`src/rtl/i2s_port_pkg.sv`:
```
package i2s_port_pkg;

  typedef enum logic {
    CH_LEFT  = 1'b0,
    CH_RIGHT = 1'b1
  } chan_e;

  typedef struct packed {
    logic mute;
    logic pause;
    logic mono;
    logic lj;
  } mode_t;

endpackage

```
`src/rtl/i2s_slot_timer.sv`:
```
module i2s_slot_timer
  import i2s_port_pkg::*;
#(
  parameter int SLOT_BITS = 32,
  parameter int CNT_W     = $clog2(SLOT_BITS)
) (
  input  logic             clk,
  input  logic             rst_n,
  input  logic             i_en,
  input  logic             i_tick,
  output logic [CNT_W-1:0] o_pos,
  output chan_e            o_chan,
  output logic             o_ws
);

  localparam logic [CNT_W-1:0] LAST_POS = CNT_W'(SLOT_BITS - 1);

  logic [CNT_W-1:0] pos_q, pos_d;
  chan_e            chan_q, chan_d;
  logic             ws_q, ws_d;
  logic             upd;

  assign upd = ~i_en | i_tick;

  always_comb begin
    pos_d  = pos_q;
    chan_d = chan_q;
    ws_d   = ws_q;
    if (!i_en) begin
      pos_d  = '0;
      chan_d = CH_LEFT;
      ws_d   = 1'b0;
    end else if (i_tick) begin
      ws_d = (chan_q == CH_RIGHT);
      if (pos_q == LAST_POS) begin
        pos_d  = '0;
        chan_d = (chan_q == CH_LEFT) ? CH_RIGHT : CH_LEFT;
      end else begin
        pos_d = pos_q + 1'b1;
      end
    end
  end

  always_ff @(posedge clk or negedge rst_n) begin
    if (!rst_n) begin
      pos_q  <= '0;
      chan_q <= CH_LEFT;
      ws_q   <= 1'b0;
    end else if (upd) begin
      pos_q  <= pos_d;
      chan_q <= chan_d;
      ws_q   <= ws_d;
    end
  end

  assign o_pos  = pos_q;
  assign o_chan = chan_q;
  assign o_ws   = ws_q;

  AST_WS_HOLD: assert property (@(posedge clk) disable iff (!rst_n)
    i_en && !i_tick |=> $stable(o_ws));
  AST_WS_IDLE: assert property (@(posedge clk) disable iff (!rst_n)
    !i_en |=> !o_ws);

endmodule

```
`src/rtl/i2s_tx_serializer.sv`:
```
module i2s_tx_serializer
  import i2s_port_pkg::*;
#(
  parameter int DATA_W = 16,
  parameter int CNT_W  = 5,
  parameter int LEN_W  = $clog2(DATA_W + 1)
) (
  input  logic              clk,
  input  logic              rst_n,
  input  logic              i_en,
  input  logic              i_tick,
  input  logic [CNT_W-1:0]  i_pos,
  input  chan_e             i_chan,
  input  mode_t             i_mode,
  input  logic [LEN_W-1:0]  i_len,
  input  logic [DATA_W-1:0] i_tx_data,
  input  logic              i_tx_valid,
  output logic              o_tx_pop,
  output logic              o_sd
);

  logic [DATA_W-1:0] word_q, word_d, new_word, word_sel, shifted;
  logic              sd_q, sd_d;
  logic              at_start, reuse, in_rng;
  logic [CNT_W-1:0]  dly, off;
  logic [LEN_W-1:0]  bidx;

  assign at_start = i_en & i_tick & (i_pos == '0);
  assign reuse    = i_mode.mono & (i_chan == CH_RIGHT);
  assign o_tx_pop = at_start & ~i_mode.pause & ~reuse & i_tx_valid;

  always_comb begin
    if (i_mode.pause)   new_word = '0;
    else if (reuse)     new_word = word_q;
    else if (i_tx_valid) new_word = i_tx_data;
    else                new_word = '0;
  end

  assign word_sel = (i_pos == '0) ? new_word : word_q;
  assign dly      = i_mode.lj ? '0 : CNT_W'(1);
  assign off      = i_pos - dly;
  assign in_rng   = (i_pos >= dly) && (int'(off) < int'(i_len));
  assign bidx     = LEN_W'(int'(i_len) - 1 - int'(off));
  assign shifted  = word_sel >> bidx;

  always_comb begin
    word_d = word_q;
    sd_d   = sd_q;
    if (!i_en) begin
      word_d = '0;
      sd_d   = 1'b0;
    end else if (i_tick) begin
      sd_d = in_rng & shifted[0] & ~i_mode.mute & ~i_mode.pause;
      if (i_pos == '0) word_d = new_word;
    end
  end

  always_ff @(posedge clk or negedge rst_n) begin
    if (!rst_n) begin
      word_q <= '0;
      sd_q   <= 1'b0;
    end else if (~i_en | i_tick) begin
      word_q <= word_d;
      sd_q   <= sd_d;
    end
  end

  assign o_sd = sd_q;

  AST_MUTE_ZERO: assert property (@(posedge clk) disable iff (!rst_n)
    i_en && i_tick && i_mode.mute |=> !o_sd);
  AST_PAUSE_ZERO: assert property (@(posedge clk) disable iff (!rst_n)
    i_en && i_tick && i_mode.pause |=> !o_sd);
  AST_POP_NEEDS_DATA: assert property (@(posedge clk) disable iff (!rst_n)
    o_tx_pop |-> i_tx_valid && i_tick && i_en);
  AST_MONO_RIGHT_NO_POP: assert property (@(posedge clk) disable iff (!rst_n)
    i_mode.mono && i_chan == CH_RIGHT |-> !o_tx_pop);
  AST_SD_IDLE: assert property (@(posedge clk) disable iff (!rst_n)
    !i_en |=> !o_sd);

endmodule

```
`src/rtl/i2s_rx_deserializer.sv`:
```
module i2s_rx_deserializer
  import i2s_port_pkg::*;
#(
  parameter int DATA_W = 16,
  parameter int CNT_W  = 5,
  parameter int LEN_W  = $clog2(DATA_W + 1)
) (
  input  logic              clk,
  input  logic              rst_n,
  input  logic              i_en,
  input  logic              i_tick,
  input  logic [CNT_W-1:0]  i_pos,
  input  chan_e             i_chan,
  input  logic              i_lj,
  input  logic              i_mono,
  input  logic              i_pause,
  input  logic [LEN_W-1:0]  i_len,
  input  logic              i_sdi,
  output logic [DATA_W-1:0] o_rx_data,
  output logic              o_rx_valid,
  output logic              o_rx_right
);

  logic              pvld_q, pvld_d;
  logic [CNT_W-1:0]  ppos_q, ppos_d;
  chan_e             pchan_q, pchan_d;
  logic [DATA_W-2:0] sh_q, sh_d;
  logic [DATA_W-1:0] data_q, data_d, sh_next, mask;
  logic              valid_q, valid_d, right_q, right_d;
  logic [CNT_W-1:0]  dly, off;
  logic              in_rng, last_bit, keep;

  assign dly      = i_lj ? '0 : CNT_W'(1);
  assign off      = ppos_q - dly;
  assign in_rng   = pvld_q && (ppos_q >= dly) && (int'(off) < int'(i_len));
  assign last_bit = in_rng && (int'(off) == int'(i_len) - 1);
  assign sh_next  = {sh_q, i_sdi};
  assign mask     = {DATA_W{1'b1}} >> (LEN_W'(DATA_W) - i_len);
  assign keep     = ~i_pause & ~(i_mono & (pchan_q == CH_RIGHT));

  always_comb begin
    pvld_d  = pvld_q;
    ppos_d  = ppos_q;
    pchan_d = pchan_q;
    sh_d    = sh_q;
    data_d  = data_q;
    right_d = right_q;
    valid_d = 1'b0;
    if (!i_en) begin
      pvld_d  = 1'b0;
      ppos_d  = '0;
      pchan_d = CH_LEFT;
      sh_d    = '0;
    end else if (i_tick) begin
      pvld_d  = 1'b1;
      ppos_d  = i_pos;
      pchan_d = i_chan;
      if (in_rng) sh_d = sh_next[DATA_W-2:0];
      if (last_bit && keep) begin
        data_d  = sh_next & mask;
        right_d = (pchan_q == CH_RIGHT);
        valid_d = 1'b1;
      end
    end
  end

  always_ff @(posedge clk or negedge rst_n) begin
    if (!rst_n) begin
      pvld_q  <= 1'b0;
      ppos_q  <= '0;
      pchan_q <= CH_LEFT;
      sh_q    <= '0;
      data_q  <= '0;
      right_q <= 1'b0;
      valid_q <= 1'b0;
    end else begin
      valid_q <= valid_d;
      if (~i_en | i_tick) begin
        pvld_q  <= pvld_d;
        ppos_q  <= ppos_d;
        pchan_q <= pchan_d;
        sh_q    <= sh_d;
        data_q  <= data_d;
        right_q <= right_d;
      end
    end
  end

  assign o_rx_data  = data_q;
  assign o_rx_valid = valid_q;
  assign o_rx_right = right_q;

  AST_RX_PULSE: assert property (@(posedge clk) disable iff (!rst_n)
    o_rx_valid |=> !o_rx_valid);
  AST_RX_MONO_LEFT: assert property (@(posedge clk) disable iff (!rst_n)
    o_rx_valid && i_mono |-> !o_rx_right);
  AST_RX_PAUSE: assert property (@(posedge clk) disable iff (!rst_n)
    i_en && i_tick && i_pause |=> !o_rx_valid);
  AST_RX_IDLE: assert property (@(posedge clk) disable iff (!rst_n)
    !i_en |=> !o_rx_valid);

endmodule

```
`src/rtl/i2s_audio_port.sv`:
```
module i2s_audio_port
  import i2s_port_pkg::*;
#(
  parameter int DATA_W    = 16,
  parameter int SLOT_BITS = 32,
  localparam int WCODE_W  = $clog2(DATA_W)
) (
  input  logic               clk,
  input  logic               rst_n,
  input  logic               i_en,
  input  logic               i_mute,
  input  logic               i_pause,
  input  logic               i_mono,
  input  logic               i_lj,
  input  logic [WCODE_W-1:0] i_wlen,
  input  logic               i_bclk_tick,
  input  logic [DATA_W-1:0]  i_tx_data,
  input  logic               i_tx_valid,
  output logic               o_tx_pop,
  output logic               o_ws,
  output logic               o_sd,
  input  logic               i_sd,
  output logic [DATA_W-1:0]  o_rx_data,
  output logic               o_rx_valid,
  output logic               o_rx_right
);

  localparam int CNT_W = $clog2(SLOT_BITS);
  localparam int LEN_W = $clog2(DATA_W + 1);

  logic [1:0]       rsync_q;
  logic             rst_sync_n;
  logic [CNT_W-1:0] pos;
  chan_e            chan;
  logic [LEN_W-1:0] len;
  mode_t            mode;

  always_ff @(posedge clk or negedge rst_n) begin
    if (!rst_n) rsync_q <= '0;
    else        rsync_q <= {rsync_q[0], 1'b1};
  end
  assign rst_sync_n = rsync_q[1];

  assign len  = (i_wlen == '0) ? LEN_W'(DATA_W) : LEN_W'(i_wlen);
  assign mode = '{mute: i_mute, pause: i_pause, mono: i_mono, lj: i_lj};

  i2s_slot_timer #(.SLOT_BITS(SLOT_BITS), .CNT_W(CNT_W)) u_timer (
    .clk(clk), .rst_n(rst_sync_n), .i_en(i_en), .i_tick(i_bclk_tick),
    .o_pos(pos), .o_chan(chan), .o_ws(o_ws)
  );

  i2s_tx_serializer #(.DATA_W(DATA_W), .CNT_W(CNT_W), .LEN_W(LEN_W)) u_tx (
    .clk(clk), .rst_n(rst_sync_n), .i_en(i_en), .i_tick(i_bclk_tick),
    .i_pos(pos), .i_chan(chan), .i_mode(mode), .i_len(len),
    .i_tx_data(i_tx_data), .i_tx_valid(i_tx_valid),
    .o_tx_pop(o_tx_pop), .o_sd(o_sd)
  );

  i2s_rx_deserializer #(.DATA_W(DATA_W), .CNT_W(CNT_W), .LEN_W(LEN_W)) u_rx (
    .clk(clk), .rst_n(rst_sync_n), .i_en(i_en), .i_tick(i_bclk_tick),
    .i_pos(pos), .i_chan(chan), .i_lj(i_lj), .i_mono(i_mono),
    .i_pause(i_pause), .i_len(len), .i_sdi(i_sd),
    .o_rx_data(o_rx_data), .o_rx_valid(o_rx_valid), .o_rx_right(o_rx_right)
  );

  AST_POP_ONLY_ENABLED: assert property (@(posedge clk) disable iff (!rst_sync_n)
    !i_en || i_pause |-> !o_tx_pop);

endmodule

```
`config.mk`:
```
export PLATFORM = sky130hd
export DESIGN_NAME = i2s_audio_port
export DESIGN_NICKNAME = d
export VERILOG_FILES = /design/src/rtl/i2s_port_pkg.sv /design/src/rtl/i2s_slot_timer.sv /design/src/rtl/i2s_tx_serializer.sv /design/src/rtl/i2s_rx_deserializer.sv /design/src/rtl/i2s_audio_port.sv
export SDC_FILE = /design/constraint.sdc
export NUM_CORES = 1
export LEC_CHECK = 0
export ABC_AREA = 0
export BUFFER_PORTS_ARGS = -buffer_cell sky130_fd_sc_hd__buf_4
export CAP_MARGIN = 20
export CORE_MARGIN = 4
export CORE_UTILIZATION = 53
export DETAILED_ROUTE_END_ITERATION = 6
export GPL_TIMING_DRIVEN = 0
export PLACE_DENSITY = 0.76
export REMOVE_ABC_BUFFERS = 1
export SYNTH_ARGS = -nofsm -noshare
export SYNTH_HDL_FRONTEND = slang
export SYNTH_HIERARCHICAL = 1
export SYNTH_SLANG_ARGS = --single-unit
```
`constraint.sdc`:
```
create_clock -name clk -period 1.9 [get_ports clk]
set_clock_uncertainty 0.05 [all_clocks]
set_input_delay 0.475 -clock clk [delete_from_list [all_inputs] [get_ports clk]]
set_output_delay 0.475 -clock clk [all_outputs]
set_load 0.1 [all_outputs]
```
==> results.sh <==
export IMPL_netlist_area_sq_um=4080
export IMPL_crit_path_frequent_cell="ha_4"
export IMPL_synthCells=392
export IMPL_wire_per_inst_um=19.1
export IMPL_worstSetupEndpointType="flop"
export IMPL_syn_to_final_growth_pct=33.9
export IMPL_rows=31
export IMPL_post_synth_top_count_cell="dfrtp_1"
export IMPL_vias=3447
export IMPL_drtIter0Drc=258
export IMPL_synth_area_leaders="dfrtp_1 41%, ha_1 7.4%, mux2i_1 6.6%"
export IMPL_die_h_um=95.7
export IMPL_grt_use_total_pct=24.0
export IMPL_grt_pass1_wl_mm=16.9
export IMPL_ys_seq_elements=66
export IMPL_syn_area_per_cell_sq_um=10.4
export IMPL_antenna_found_initial=0
export IMPL_finalCriticalPeriod_ps=2750
export IMPL_grt_max_degree=43
export IMPL_hp_class="flop to asynchronous set/reset pin"
export IMPL_crit_chain="inv_2 -> ha_4 -> ha_4 -> inv_1 -> ha_1 -> nor2b_1 -> o21ai_0 -> nand2b_1 -> a31oi_4 -> buf_6 -> nand3_4 -> buf_12 -> mux2_4"
export IMPL_clk_pin_slew_worst_paths_ps=70
export IMPL_netlist_top_cells_count="66 x dfrtp_1, 28 x nor2b_1, 27 x mux2i_1"
export IMPL_wirelength_mm=11.0
export IMPL_clockBufferDepth=2
export IMPL_initial_core_util_pct=55.3
export IMPL_seq_area_frac_synth_pct=40.5
export IMPL_final_core_utilization_pct=74.1
export IMPL_rsz0062_at_grt="yes"
export IMPL_viasPerCell=5.98
export IMPL_p_total_uw=3720
export IMPL_ir_worst_vdd_mv=0.526
export IMPL_cts_buffers=9
export IMPL_drive_gt1_share_pct=37.9
export IMPL_power_density_nw_per_um2=681
export IMPL_die_x_um=95.7
export IMPL_cp_slowest_cell="dfrtp_1"
export IMPL_clkSinkCount=66
export IMPL_io_pins=51
export IMPL_final_antenna_net_count=0
export IMPL_antennaDiodeCount=0
export IMPL_worst_ep_required_time_ps=2080
export IMPL_ys_types=59
export IMPL_critPathBufInv=4
export IMPL_slew_viol_final=0
export IMPL_cpLargestDelayFamily="adder cells"
export IMPL_cp_start_kind="flop"
export IMPL_synthArstFlopShare_pct=100
export IMPL_p_leak_uw=0.00256
export IMPL_crit_type="flop to flop"
export IMPL_synth_edf_count=0
export IMPL_arrival_ps=2940
export IMPL_io_buffers=50
export IMPL_crit_fanout=8
export IMPL_clk_latency_ps=350
export IMPL_drtPass1Iterations=5
export IMPL_drcViolationCount=0
export IMPL_relSlewSlack_pct=64.0
export IMPL_fmaxAchievable_mhz=363
export IMPL_synth_flop_cell="dfrtp_1"
export IMPL_overflow=0
export IMPL_setup_viol=51
export IMPL_setup_ws_ps=-855
export IMPL_gp_congestion=0.866
export IMPL_grt_pass1_vias=3506
export IMPL_crit_path_max_incr_delay_ps=370
export IMPL_status="finished with violations"
export IMPL_synth_area_leader_cell="dfrtp_1"
export IMPL_synth_top_area_share_pct=40.5
export IMPL_failed_checks="setup timing"
export IMPL_fp_coreArea_sq_um=7370
export IMPL_maxCapViolations=0
export IMPL_tightest_slew_ps=540
export IMPL_tns_ps=-27410
export IMPL_die_area_sq_um=9160
export IMPL_htree_levels=3
export IMPL_cts_tree="built"
export IMPL_fin_nets=527
export IMPL_fin_hold_ws_ps=200
export IMPL_hpwlAfterDp_mm=6.34
export IMPL_root_buffer="clkbuf_8"
export IMPL_finalHoldViolations=0
export IMPL_finalCritPeriodShare_pct=145
export IMPL_yosys_warnings=6
## state kept, by name, summed over array words and instances (netlist names)
| name | flops |
|---|---|
| u_rx/o_rx_data | 16 |
| u_tx/word_q | 16 |
| u_rx/sh_q | 15 |
| u_rx/ppos_q | 5 |
| u_timer/o_pos | 5 |
| rsync_q | 2 |
| u_rx/o_rx_right | 1 |
| u_rx/o_rx_valid | 1 |
| u_rx/pchan_q | 1 |
| u_rx/pvld_q | 1 |
| u_timer/o_chan | 1 |
| u_timer/o_ws | 1 |
| u_tx/o_sd | 1 |
## logic make-up after synthesis
kind of cell / synth area share, %
AO/OA/AOI/OAI: 12.1
XOR/XNOR: 4.33
adder cells (fa/ha/maj): 7.86
buffers and inverters: 5.13
flip-flops: 40.5
multiplexers: 11.0
other: 0.0920
AND/OR/NAND/NOR: 18.9
## timing repair
item                       in CTS  in global routing
pin swaps                      24                 32
gates cloned                    1                  0
setup endpoints to repair      51                 52
setup buffers                  30                  8
resized for setup              55                 32
hold endpoints to repair        2                  0
hold buffers                    1                  0
## worst paths after layout
path                                     start           endpoint  slack [ps]  cells after the start
min in group clk                    rsync_q[0]         rsync_q[1]         310                      0
max in group asynchronous           rsync_q[1]    u_tx/word_q[11]         990                      1
worst max register to register  u_rx/ppos_q[0]  u_rx/o_rx_data[9]        -850                     13
worst min-delay path                rsync_q[1]        u_rx/pvld_q         200                      0
worst min register to register      rsync_q[1]        u_rx/pvld_q         200                      0
worst max-delay path            u_rx/ppos_q[0]  u_rx/o_rx_data[9]        -850                     13
## layout by cell type, fill, tap and decap left out, drive strengths merged, types with 4 or more instances in the layout
master,n
buf,88
o21ai,9
nor4,5
a21oi,22
nor3,4
ha,24
nand2,26
nand3,14
nand4,5
nor2b,28
xnor2,9
clkbuf,10
and3,12
nor2,10
o211ai,4
mux2,14
a32o,16
inv,26
dfrtp,66
mux2i,27
nor3b,7
xor2,9
## routing by layer
metal,share of wire (%),routed length (um),GRT usage [%],vias to the layer above
met2,52,5730,40.6,145
met3,6.1,675,6.96,31
met4,2.8,308,8.41,0
li1,-,-,-,1555
met1,39,4320,29.1,1716
met5,0,0,0,-
## power breakdown
group | leakage (uW) | switching (uW) | internal [uW]
logic | 0.00156 | 510 | 405
registers | 0.000889 | 27.6 | 1430
clock network | 0.000109 | 568 | 776
total | 0.00256 | 1110 | 2610
## cell type report
cell class	instances	area, sq um
clock buffer	10	138
sequential	66	1660
clock inverter	6	88.8
timing repair buffer	89	771
inverter	25	93.8
multi-input combinational	281	2580
fill	492	1910
tap	99	124
## worst register-to-register path: stages (launching register included)
cell and delay, ps:
dfrtp_1 370, inv_2 60, ha_4 170, ha_4 270, inv_1 50, ha_1 260, nor2b_1 150, o21ai_0 200
nand2b_1 130, a31oi_4 220, buf_6 130, nand3_4 110, buf_12 190, mux2_4 300
## metrics by stage
| stage | std cells | instance area, sq um | setup slack (ps) |
|---|---|---|---|
| 2_1_floorplan | 372 | 3960 | -3020 |
| 3_3_place_gp | 521 | 4460 | -2060 |
| 3_5_place_dp | 523 | 4490 | -1770 |
| 4_1_cts | 570 | 5240 | -724 |
| 5_1_grt | 576 | 5460 | -915 |
| 6_report | 576 | 5460 | -855 |
Note: power is estimated with default switching activity, not from simulation.
